==> src/rtl/gpio_pin_ctrl_pkg.sv <==
package gpio_pin_ctrl_pkg;

    localparam int DATA_W     = 32;
    localparam int OWN_BASE   = 'h000;
    localparam int GCTL_ADDR  = 'h07C;
    localparam int CFG_BASE   = 'h100;
    localparam int CFG_STRIDE = 8;

    // bit positions software relies on
    localparam int C1_OUT_BIT   = 31;
    localparam int C1_IN_BIT    = 30;
    localparam int C1_DIR_BIT   = 2;
    localparam int C1_USE_BIT   = 0;
    localparam int C2_NOSNS_BIT = 2;

    typedef enum logic [2:0] {
        ACC_NONE,
        ACC_OWN,
        ACC_GCTL,
        ACC_CFG1,
        ACC_CFG2
    } acc_kind_e;

    typedef struct packed {
        logic       out_lvl;
        logic       dir_in;
        logic       use_gpio;
        logic       sense_off;
        logic [1:0] pull;
    } pin_cfg_t;

    localparam pin_cfg_t PIN_CFG_RST = '{
        out_lvl: 1'b0, dir_in: 1'b1, use_gpio: 1'b1, sense_off: 1'b1, pull: 2'b00
    };

    function automatic logic [DATA_W-1:0] pack_cfg1(input pin_cfg_t c, input logic in_lvl);
        logic [DATA_W-1:0] r;
        r = '0;
        r[C1_OUT_BIT] = c.out_lvl;
        r[C1_IN_BIT]  = in_lvl;
        r[C1_DIR_BIT] = c.dir_in;
        r[C1_USE_BIT] = c.use_gpio;
        return r;
    endfunction

    function automatic logic [DATA_W-1:0] pack_cfg2(input pin_cfg_t c);
        logic [DATA_W-1:0] r;
        r = '0;
        r[C2_NOSNS_BIT] = c.sense_off;
        r[1:0]          = c.pull;
        return r;
    endfunction

endpackage

==> src/rtl/gpio_addr_dec.sv <==
module gpio_addr_dec
    import gpio_pin_ctrl_pkg::*;
#(
    parameter int NPINS  = 94,
    parameter int ADDR_W = 12,
    parameter int IDX_W  = 7
) (
    input  logic [ADDR_W-1:0] addr,
    output acc_kind_e         kind,
    output logic [IDX_W-1:0]  idx
);
    localparam int NWORDS  = (NPINS + 31) / 32;
    localparam int OWN_END = OWN_BASE + NWORDS * 4;
    localparam int CFG_END = CFG_BASE + NPINS * CFG_STRIDE;

    int a;
    int off;

    always_comb begin
        a    = int'(addr);
        off  = a - CFG_BASE;
        kind = ACC_NONE;
        idx  = '0;
        if (addr[1:0] == 2'b00) begin
            if (a >= OWN_BASE && a < OWN_END) begin
                kind = ACC_OWN;
                idx  = IDX_W'((a - OWN_BASE) / 4);
            end else if (a == GCTL_ADDR) begin
                kind = ACC_GCTL;
            end else if (a >= CFG_BASE && a < CFG_END) begin
                kind = addr[2] ? ACC_CFG2 : ACC_CFG1;
                idx  = IDX_W'(off / CFG_STRIDE);
            end
        end
    end
endmodule

==> src/rtl/gpio_pin_cell.sv <==
module gpio_pin_cell
    import gpio_pin_ctrl_pkg::*;
(
    input  logic       clk,
    input  logic       rst,
    input  logic       wr_cfg1,
    input  logic       wr_cfg2,
    input  logic       w_out,
    input  logic       w_dir,
    input  logic       w_use,
    input  logic       w_nosense,
    input  logic [1:0] w_pull,
    input  logic       owned,
    input  logic       pad_in,
    output pin_cfg_t   cfg_q,
    output logic       in_lvl,
    output logic       pad_out,
    output logic       pad_oe,
    output logic [1:0] pad_pull
);
    logic sync1_q, sync2_q;

    always_ff @(posedge clk) begin
        if (rst) begin
            cfg_q   <= PIN_CFG_RST;
            sync1_q <= 1'b0;
            sync2_q <= 1'b0;
        end else begin
            sync1_q <= pad_in;
            sync2_q <= sync1_q;
            if (wr_cfg1) begin
                cfg_q.out_lvl  <= w_out;
                cfg_q.dir_in   <= w_dir;
                cfg_q.use_gpio <= w_use;
            end
            if (wr_cfg2) begin
                cfg_q.sense_off <= w_nosense;
                cfg_q.pull      <= w_pull;
            end
        end
    end

    assign in_lvl   = sync2_q & ~cfg_q.sense_off;
    assign pad_out  = cfg_q.out_lvl;
    assign pad_oe   = owned & cfg_q.use_gpio & ~cfg_q.dir_in;
    assign pad_pull = cfg_q.pull;
endmodule

==> src/rtl/gpio_pin_ctrl.sv <==
module gpio_pin_ctrl
    import gpio_pin_ctrl_pkg::*;
#(
    parameter int NPINS  = 94,
    parameter int ADDR_W = 12
) (
    input  logic                clk,
    input  logic                rst,
    input  logic [ADDR_W-1:0]   bus_addr,
    input  logic                bus_we,
    input  logic [DATA_W-1:0]   bus_wdata,
    output logic [DATA_W-1:0]   bus_rdata,
    input  logic [NPINS-1:0]    own_map,
    input  logic [NPINS-1:0]    pin_in,
    output logic [NPINS-1:0]    pin_out,
    output logic [NPINS-1:0]    pin_oe,
    output logic [2*NPINS-1:0]  pin_pull,
    output logic                irq_line_sel
);
    localparam int NWORDS = (NPINS + 31) / 32;
    localparam int IDX_W  = (NPINS > NWORDS) ? $clog2(NPINS) : $clog2(NWORDS + 1);

    acc_kind_e         kind;
    logic [IDX_W-1:0]  idx;
    pin_cfg_t          cfg_arr [NPINS];
    logic [NPINS-1:0]  lvl_vec;
    logic [NWORDS*32-1:0] own_pad;
    logic              gctl_q;
    logic [DATA_W-1:0] rd_next;
    logic [27:0]       unused_wdata;

    assign unused_wdata = bus_wdata[30:3];

    gpio_addr_dec #(.NPINS(NPINS), .ADDR_W(ADDR_W), .IDX_W(IDX_W)) u_dec (
        .addr (bus_addr),
        .kind (kind),
        .idx  (idx)
    );

    for (genvar i = 0; i < NPINS; i++) begin : g_pin
        logic hit;
        assign hit = (idx == IDX_W'(i));
        gpio_pin_cell u_cell (
            .clk       (clk),
            .rst       (rst),
            .wr_cfg1   (bus_we && kind == ACC_CFG1 && hit),
            .wr_cfg2   (bus_we && kind == ACC_CFG2 && hit),
            .w_out     (bus_wdata[C1_OUT_BIT]),
            .w_dir     (bus_wdata[C1_DIR_BIT]),
            .w_use     (bus_wdata[C1_USE_BIT]),
            .w_nosense (bus_wdata[C2_NOSNS_BIT]),
            .w_pull    (bus_wdata[1:0]),
            .owned     (own_map[i]),
            .pad_in    (pin_in[i]),
            .cfg_q     (cfg_arr[i]),
            .in_lvl    (lvl_vec[i]),
            .pad_out   (pin_out[i]),
            .pad_oe    (pin_oe[i]),
            .pad_pull  (pin_pull[2*i +: 2])
        );
    end

    always_comb begin
        own_pad = '0;
        own_pad[NPINS-1:0] = own_map;
    end

    always_comb begin
        rd_next = '0;
        case (kind)
            ACC_OWN:  rd_next = own_pad[int'(idx)*32 +: 32];
            ACC_GCTL: rd_next = {{(DATA_W-1){1'b0}}, gctl_q};
            ACC_CFG1: rd_next = pack_cfg1(cfg_arr[idx], lvl_vec[idx]);
            ACC_CFG2: rd_next = pack_cfg2(cfg_arr[idx]);
            default:  rd_next = '0;
        endcase
    end

    always_ff @(posedge clk) begin
        if (rst) begin
            bus_rdata <= '0;
            gctl_q    <= 1'b0;
        end else begin
            bus_rdata <= rd_next;
            if (bus_we && kind == ACC_GCTL)
                gctl_q <= bus_wdata[0];
        end
    end

    assign irq_line_sel = gctl_q;
endmodule

==> config.mk <==
export PLATFORM = sky130hd
export DESIGN_NAME = gpio_pin_ctrl
export DESIGN_NICKNAME = d
export VERILOG_FILES = /design/src/rtl/gpio_pin_ctrl_pkg.sv /design/src/rtl/gpio_addr_dec.sv /design/src/rtl/gpio_pin_cell.sv /design/src/rtl/gpio_pin_ctrl.sv
export SDC_FILE = /design/constraint.sdc
export NUM_CORES = 2
export LEC_CHECK = 0
export BUFFER_PORTS_ARGS = -buffer_cell sky130_fd_sc_hd__buf_4
export CORE_MARGIN = 4
export CORE_UTILIZATION = 30
export CTS_CLUSTER_DIAMETER = 150
export DETAILED_ROUTE_END_ITERATION = 8
export PLACE_DENSITY = 0.55
export SYNTH_ARGS = -nofsm -noshare
export SYNTH_HDL_FRONTEND = slang
export SYNTH_SLANG_ARGS = --single-unit
export TNS_END_PERCENT = 10
==> constraint.sdc <==
create_clock -name clk -period 5.02 [get_ports clk]
set_input_delay 0.251 -clock clk [delete_from_list [all_inputs] [get_ports clk]]
set_output_delay 0.251 -clock clk [all_outputs]
set_load 0.02 [all_outputs]
; ---- Word level (Yosys, flattened, before mapping)
; Cells that the tools add are included.
[word_totals]
register_bits = 785
output_inout_bits = 409
inputBits = 235
wordCells = 1448
[classes]
muxes = 15
shifts = 1
magnitude_cmp = 5
bitwise = 472
eq_ne = 98
addsub = 2
n_reduce_logical = 195
[ops]
columns = operator, count
row1 = AND 1 bit, 283
row2 = equality test 7 x 6 -> 1 bit (second input constant), 32
row3 = equality test 7 bit (second input constant), 30
row4 = logical AND 1 bit, 192
row5 = NOT 1 bit, 188
row6 = case mux 32 bit (4 select lines), 1
row7 = equality test 7 x 5 -> 1 bit (second input constant), 16
row8 = indexed part select 96 x 13 -> 32 bit, 1
row9 = equality test 7 x 4 -> 1 bit (second input constant), 8
row10 = binary-select mux 6 bit (select 7 bit), 1
row11 = equality test 7 x 3 -> 1 bit (second input constant), 4
row12 = two-way mux 7 bit, 4
row13 = two-way mux 3 bit, 5
row14 = equality test 7 x 2 -> 1 bit (second input constant), 2
row15 = subtractor 12 x 9 -> 13 bit (second input constant), 1
row16 = equality test 12 x 8 -> 1 bit (second input constant), 1
row17 = greater-or-equal comparator 12 x 9 -> 1 bit (second input constant), 1
row18 = less-than comparator 12 x 10 -> 1 bit (second input constant), 1
row19 = less-than comparator 12 x 4 -> 1 bit (second input constant), 1
row20 = two-way mux 6 bit, 2
row21 = greater-or-equal comparator 8 bit (second input constant), 1
row22 = less-than comparator 7 x 8 -> 1 bit (second input constant), 1
row23 = NOT 7 -> 8 bit, 1
row24 = adder 7 x 1 -> 7 bit, 1
row25 = other kinds (9), 10

; ---- Depth between registers and ports, before layout
[depth]
word_depth = 13
ltp_mapped = 19
ltp_nobuf = 17

; ---- Hierarchy
; A second synthesis with hierarchy kept.
[hier_totals]
cells_unflattened = 3428
hier_area_um2 = 36188.5
[modules_own_cells]
columns = module, instances, cells_per_inst, area_each_um2
row1 = gpio_pin_cell, 94, 27, 296.5
row2 = gpio_pin_ctrl, 1, 838, 7868.8
row3 = gpio_addr_dec, 1, 52, 445.4

; ---- Worst setup path before layout
; Ideal clock, no wire load.
[synth_timing]
path_kind = input to register
startpoint = input port bus_addr[8]
endpoint = register bus_rdata[31]
setup_slack_ps = 1273
path_stages = 18
setup_ps = 122
arrival_time_ps = 3625
cell_sequence = inv_1 > ha_1 > or3b_2 > nor2_1 > ha_1 > ha_1 > xor2_1 > o311ai_0 > nor4_1 > or2_2 > clkbuf_1 > buf_2 > clkbuf_1 > clkbuf_1 > a311oi_1 > a31oi_1 > a211oi_1 > o32a_1
[synth_via]
elab_chain_len = 12
elab_cells_between_ends = 26
cone_classes = add/sub (2) / order compare (3) / eq/ne (5) / shift (1) / mux (12) / bitwise (2) / reduce/logical (1)
[synth_lines]
columns = item, line_no
row1 = from (decl), gpio_pin_ctrl.sv:9  ; input logic [ADDR_W-1:0] bus_addr,
row2 = subtractor 12 x 9 -> 13 bit, gpio_addr_dec.sv:21  ; off = a - CFG_BASE;
row3 = AND 1 bit (no line), --
row4 = adder 7 x 1 -> 7 bit (no line), --
row5 = two-way mux 7 bit, gpio_addr_dec.sv:30  ; end else if (a >= CFG_BASE && a < CFG_END) begin
row6 = two-way mux 7 bit, gpio_addr_dec.sv:28  ; end else if (a == GCTL_ADDR) begin
row7 = two-way mux 7 bit, gpio_addr_dec.sv:25  ; if (a >= OWN_BASE && a < OWN_END) begin
row8 = two-way mux 7 bit, gpio_addr_dec.sv:24  ; if (addr[1:0] == 2'b00) begin
row9 = NOT 7 -> 8 bit (not written as such), gpio_pin_ctrl.sv:73  ; ACC_CFG1: rd_next = pack_cfg1(cfg_arr[idx], lvl_vec[idx]);
row10 = binary-select mux 6 bit (select 7 bit), gpio_pin_ctrl.sv:73
row11 = two-way mux 6 bit (2 in a row), --
row12 = case mux 32 bit (4 select lines) (*), gpio_pin_ctrl.sv:70  ; case (kind)
row13 = to (signal assigned), gpio_pin_ctrl.sv:84  ; bus_rdata <= rd_next;
row14 = to (decl), gpio_pin_ctrl.sv:12  ; output logic [DATA_W-1:0] bus_rdata,
; Every way passes the cells marked *; elsewhere a longest branch is shown, timed or not. The select of a mux whose other input is x is not followed.
; A chain may end at the register's enable or synchronous reset.

; ---- Worst setup path after layout
[layout_timing]
startpoint = input port bus_addr[8]
endpoint = register g_pin[73].u_cell.cfg_q, in the netlist g_pin[73].u_cell.pad_pull[1]
[layout_via]
elab_chain_len = 9
elab_cells_between_ends = 20
cone_classes = add/sub (2) / order compare (3) / eq/ne (3) / mux (8) / bitwise (1) / reduce/logical (3)
[layout_lines]
columns = item, line_no
row1 = subtractor 12 x 9 -> 13 bit (tied with other cells), gpio_addr_dec.sv:21
row2 = AND 1 bit (no line) / logical AND 1 bit (equally long branches), --
row3 = adder 7 x 1 -> 7 bit (no line) / two-way mux 3 bit (equally long branches), --
row4 = two-way mux 7 bit / two-way mux 3 bit (equally long branches), "gpio_addr_dec.sv:30, gpio_addr_dec.sv:28"
row5 = two-way mux 7 bit / two-way mux 3 bit (equally long branches), "gpio_addr_dec.sv:28, gpio_addr_dec.sv:25"
row6 = two-way mux 7 bit / two-way mux 3 bit (equally long branches), "gpio_addr_dec.sv:25, gpio_addr_dec.sv:24"
row7 = two-way mux 7 bit / equality test 3 bit (equally long branches), "gpio_addr_dec.sv:24, gpio_pin_ctrl.sv:47"
row8 = equality test 7 bit / logical AND 1 bit (equally long branches), "gpio_pin_ctrl.sv:42, gpio_pin_ctrl.sv:47"
row9 = logical AND 1 bit (*), gpio_pin_ctrl.sv:47  ; .wr_cfg2 (bus_we && kind == ACC_CFG2 && hit),
row10 = to (decl), gpio_pin_cell.sv:15  ; output pin_cfg_t cfg_q,
; Every way passes the cells marked *; elsewhere a longest branch is shown, timed or not.

==> metrics.yaml <==
outcome:
  status: "finished clean"
critical_path:
  r2r_cells: 9
  critPathLaunch: "bus_addr[8]"
  cp_cell_sequence: "buf_4 > inv_1 > ha_1 > or3b_2 > nor3_2 > nand3_1 > and2_4 > buf_12 > nor2_1 > nand2_2 > buf_4 > nor2_1 > nand2_1 > a21oi_1"
  worst_setup_path_start_kind: "input port"
  crit_path_top_delay_cell: "nor2_1"
  cp.required_ns: 5.62
  cp_num_cells: 14
  cp_slowest_stage_delay_ns: 0.65
  cp_max_fo: 52
  critPathCaptureType: "flip-flop"
  crit_type: "input port to flip-flop"
  cpLargestDelayFamily: "simple AND/OR/NAND/NOR gates"
  path_buf_inv: 4
  r2r-end: "bus_rdata[31]"
  rrSetupSlack_ns: 2.56
  crit_path_end: "g_pin[73].u_cell.pad_pull[1]"
  reg2reg_from: "g_pin[81].u_cell.pad_out"
  arrival_ns: 4.87
logic_synthesis:
  synth.most_common_cell: "nand2_1"
  netlist_area_um2: 37900
  synth_flop_cell: "dfxtp_1"
  synth_area_leaders: "dfxtp_1 41%, nand2_1 12%, buf_4 7.6%, o21ai_0 6.2%, a21oi_1 6.1%"
  synth_cell_type_count: 67
  synth_common_cells: "1200 x nand2_1, 785 x dfxtp_1, 469 x o21ai_0, 460 x a21oi_1, 437 x nand3_1"
  synth-seq-cells: 785
  synth_area_per_cell_um2: 7.31
  ys_warn_count: 0
  synthCells: 5183
  yosysSeqAreaShare_pct: 41.5
  synth_edf_count: 0
  synth.largest_area_cell: "dfxtp_1"
  synthesis.nets: 5424
  ys_async_sr_fraction_pct: 0
  synth_top_cell_area_share_pct: 41.5
timing:
  clock.fmax_mhz: 234
  fin_tns_setup_ns: 0
  worst_pin_slew_ns: 0.967
  slew_headroom_pct: 35.3
  finClkSkew_ns: 0.0391
  rsz0062_at_grt: "no"
  fin_crit_sh_pct: 85.0
  finalSetupViolCount: 0
  hold_violations: 0
  maxSlewViolCount: 0
  finalCriticalPeriod_ns: 4.27
detailed_routing:
  postRouteAntennaNets: 0
  routed_wl_um: 193000
  vias_per_cell: 5.46
  wl_per_cell_um: 27.0
  vias: 39100
  drc: 0
  first_iter_violations: 4844
  dr.pass1.iters: 6
die:
  fp.dieArea_um2: 132000
  start_util_pct: 30.2
  core_area_um2: 126000
  die_y_um: 363
  die_w_um: 363
  num_rows: 130
  io_pins: 644
layout:
  area_growth_pct: 23.1
  final_layout_size_suffix_gt1_share_pct: 18.3
  finalNonFillerCells: 7158
  fin_nets: 5662
  postLayoutCellArea_um2: 46700
flow_run:
  maxCapViolations: 0
cts:
  cts_made_buffers: 92
  cts_num_sinks: 785
  cts_tree: "yes"
  post-cts-setup-buffer-count: 0
  cts-root-buf: "clkbuf_16"
  htreeDepth: 3
  path_clk_slew_ns: 0.06
  insertion_delay_ns: 0.70
  cts.hold.buffers_added: 126
  clk_path_buf_depth: 3
  post_cts_resized: 0
place:
  place_area_um2: 42200
  dp_cells: 6851
  place_congestion: 0.939
  numPortBuffers: 615
  hpwl_um: 141000
global_route:
  grt_overflow: 0
  grt_util_met3_pct: 7.04
  grt_pass1_wl_um: 266000
  grt_max_degree: 177
  top_usage_layer: "met2"
  antenna_found_initial: 12
  gr-usage-met2_pct: 44.4
  met1_usage_pct: 33.2
  grt_pass1_vias: 36100
  grtUsageTotal_pct: 27.7
power:
  power.leakage_nw: 18.4
  powerDensity_nw_per_um2: 308
  ir_drop_uv: 229
  totalPowerFinal_w: 0.0144
hold_path:
  hp-class: "input port to flip-flop"
  hold_depth: 2
final cells by class:
cell class	count	area, um^2
antenna	10	25.0
clock buffer	138	2760
clock inverter	33	445
fill	13400	78900
inverter	25	101
multi-input combinational	3575	17700
sequential	785	15700
tap	1650	2060
timing repair buffer	942	7920
layer usage:
layer / wire length (um) / vias up
met1: 71700 / 18800
li1: - / 17600
met2: 87100 / 2233
met5: 16 / -
met4: 14400 / 2
met3: 19900 / 488
power breakdown:
part	internal, W	leakage [nW]	switching, W
registers	0.00630	6.37	0.0000296
clock network	0.00418	1.56	0.00293
logic	0.000342	10.4	0.000611
total	0.0108	18.4	0.00358
kinds of logic (layout without fill, tap and decap cells):
| logic type | Yosys count | in the layout | share of synthesized area [%] |
|---|---|---|---|
| simple gates | 2340 | 2340 | 27.2 |
| compound gates | 1155 | 1155 | 16.9 |
| buf+inv | 823 | 1138 | 12.2 |
| flops | 785 | 785 | 41.5 |
| mux | 70 | 70 | 1.85 |
| fa+ha+maj | 6 | 6 | 0.198 |
| xor+xnor | 4 | 4 | 0.0924 |
| other cells | 0 | 10 | 0 |
through the flow:
stage	hold slack [ns]	util [%]	setup WS (ns)
after floorplan	0.379	-	1.27
after global placement	0.423	33.6	0.210
final	0.0110	37.2	0.753
after detailed placement	0.424	33.6	0.188
after global routing	0.0175	37.2	0.616
after CTS	0.00486	37.1	0.890
flip-flops by register name (all words and copies together) (netlist names):
name and cells:
g_pin.u_cell.pad_out 94, bus_rdata 32, g_pin.u_cell.sync2_q 94, g_pin.u_cell.cfg_q 282, g_pin.u_cell.pad_pull 188, g_pin.u_cell.sync1_q 94
irq_line_sel 1
how the worst min path moves through the flow:
stage                             start                       end  slack, ns
5_1_grt                             rst  g_pin[79].u_cell.sync2_q       0.02
6_report                            rst  g_pin[78].u_cell.sync2_q       0.01
3_5_place_dp   g_pin[61].u_cell.sync1_q  g_pin[61].u_cell.sync2_q       0.42
3_3_place_gp   g_pin[31].u_cell.sync1_q  g_pin[31].u_cell.sync2_q       0.42
2_1_floorplan                 pin_in[0]   g_pin[0].u_cell.sync1_q       0.38
4_1_cts                     own_map[50]             bus_rdata[18]      0.005
layout by cell type (no fill, tap or decap), drive strengths merged, types with 5 or more instances in the layout:
cell type       n
nor2b         190
dlygate4sd3   126
o211ai         31
clkinv         16
clkinvlp        6
a22oi          41
nand3         437
nor3           22
nor3b          32
a211oi         15
a32oi          16
a21oi         460
o22ai           7
o21ai         470
or3             5
bufinv          7
nand3b         44
a31oi          44
nor2          347
nand4          22
mux2i          70
and3           17
inv            29
clkbuf        138
a311oi         27
dfxtp         785
diode          10
ha              6
nand2        1200
buf           816
nor4           13
(Power assumes the default switching activity.)
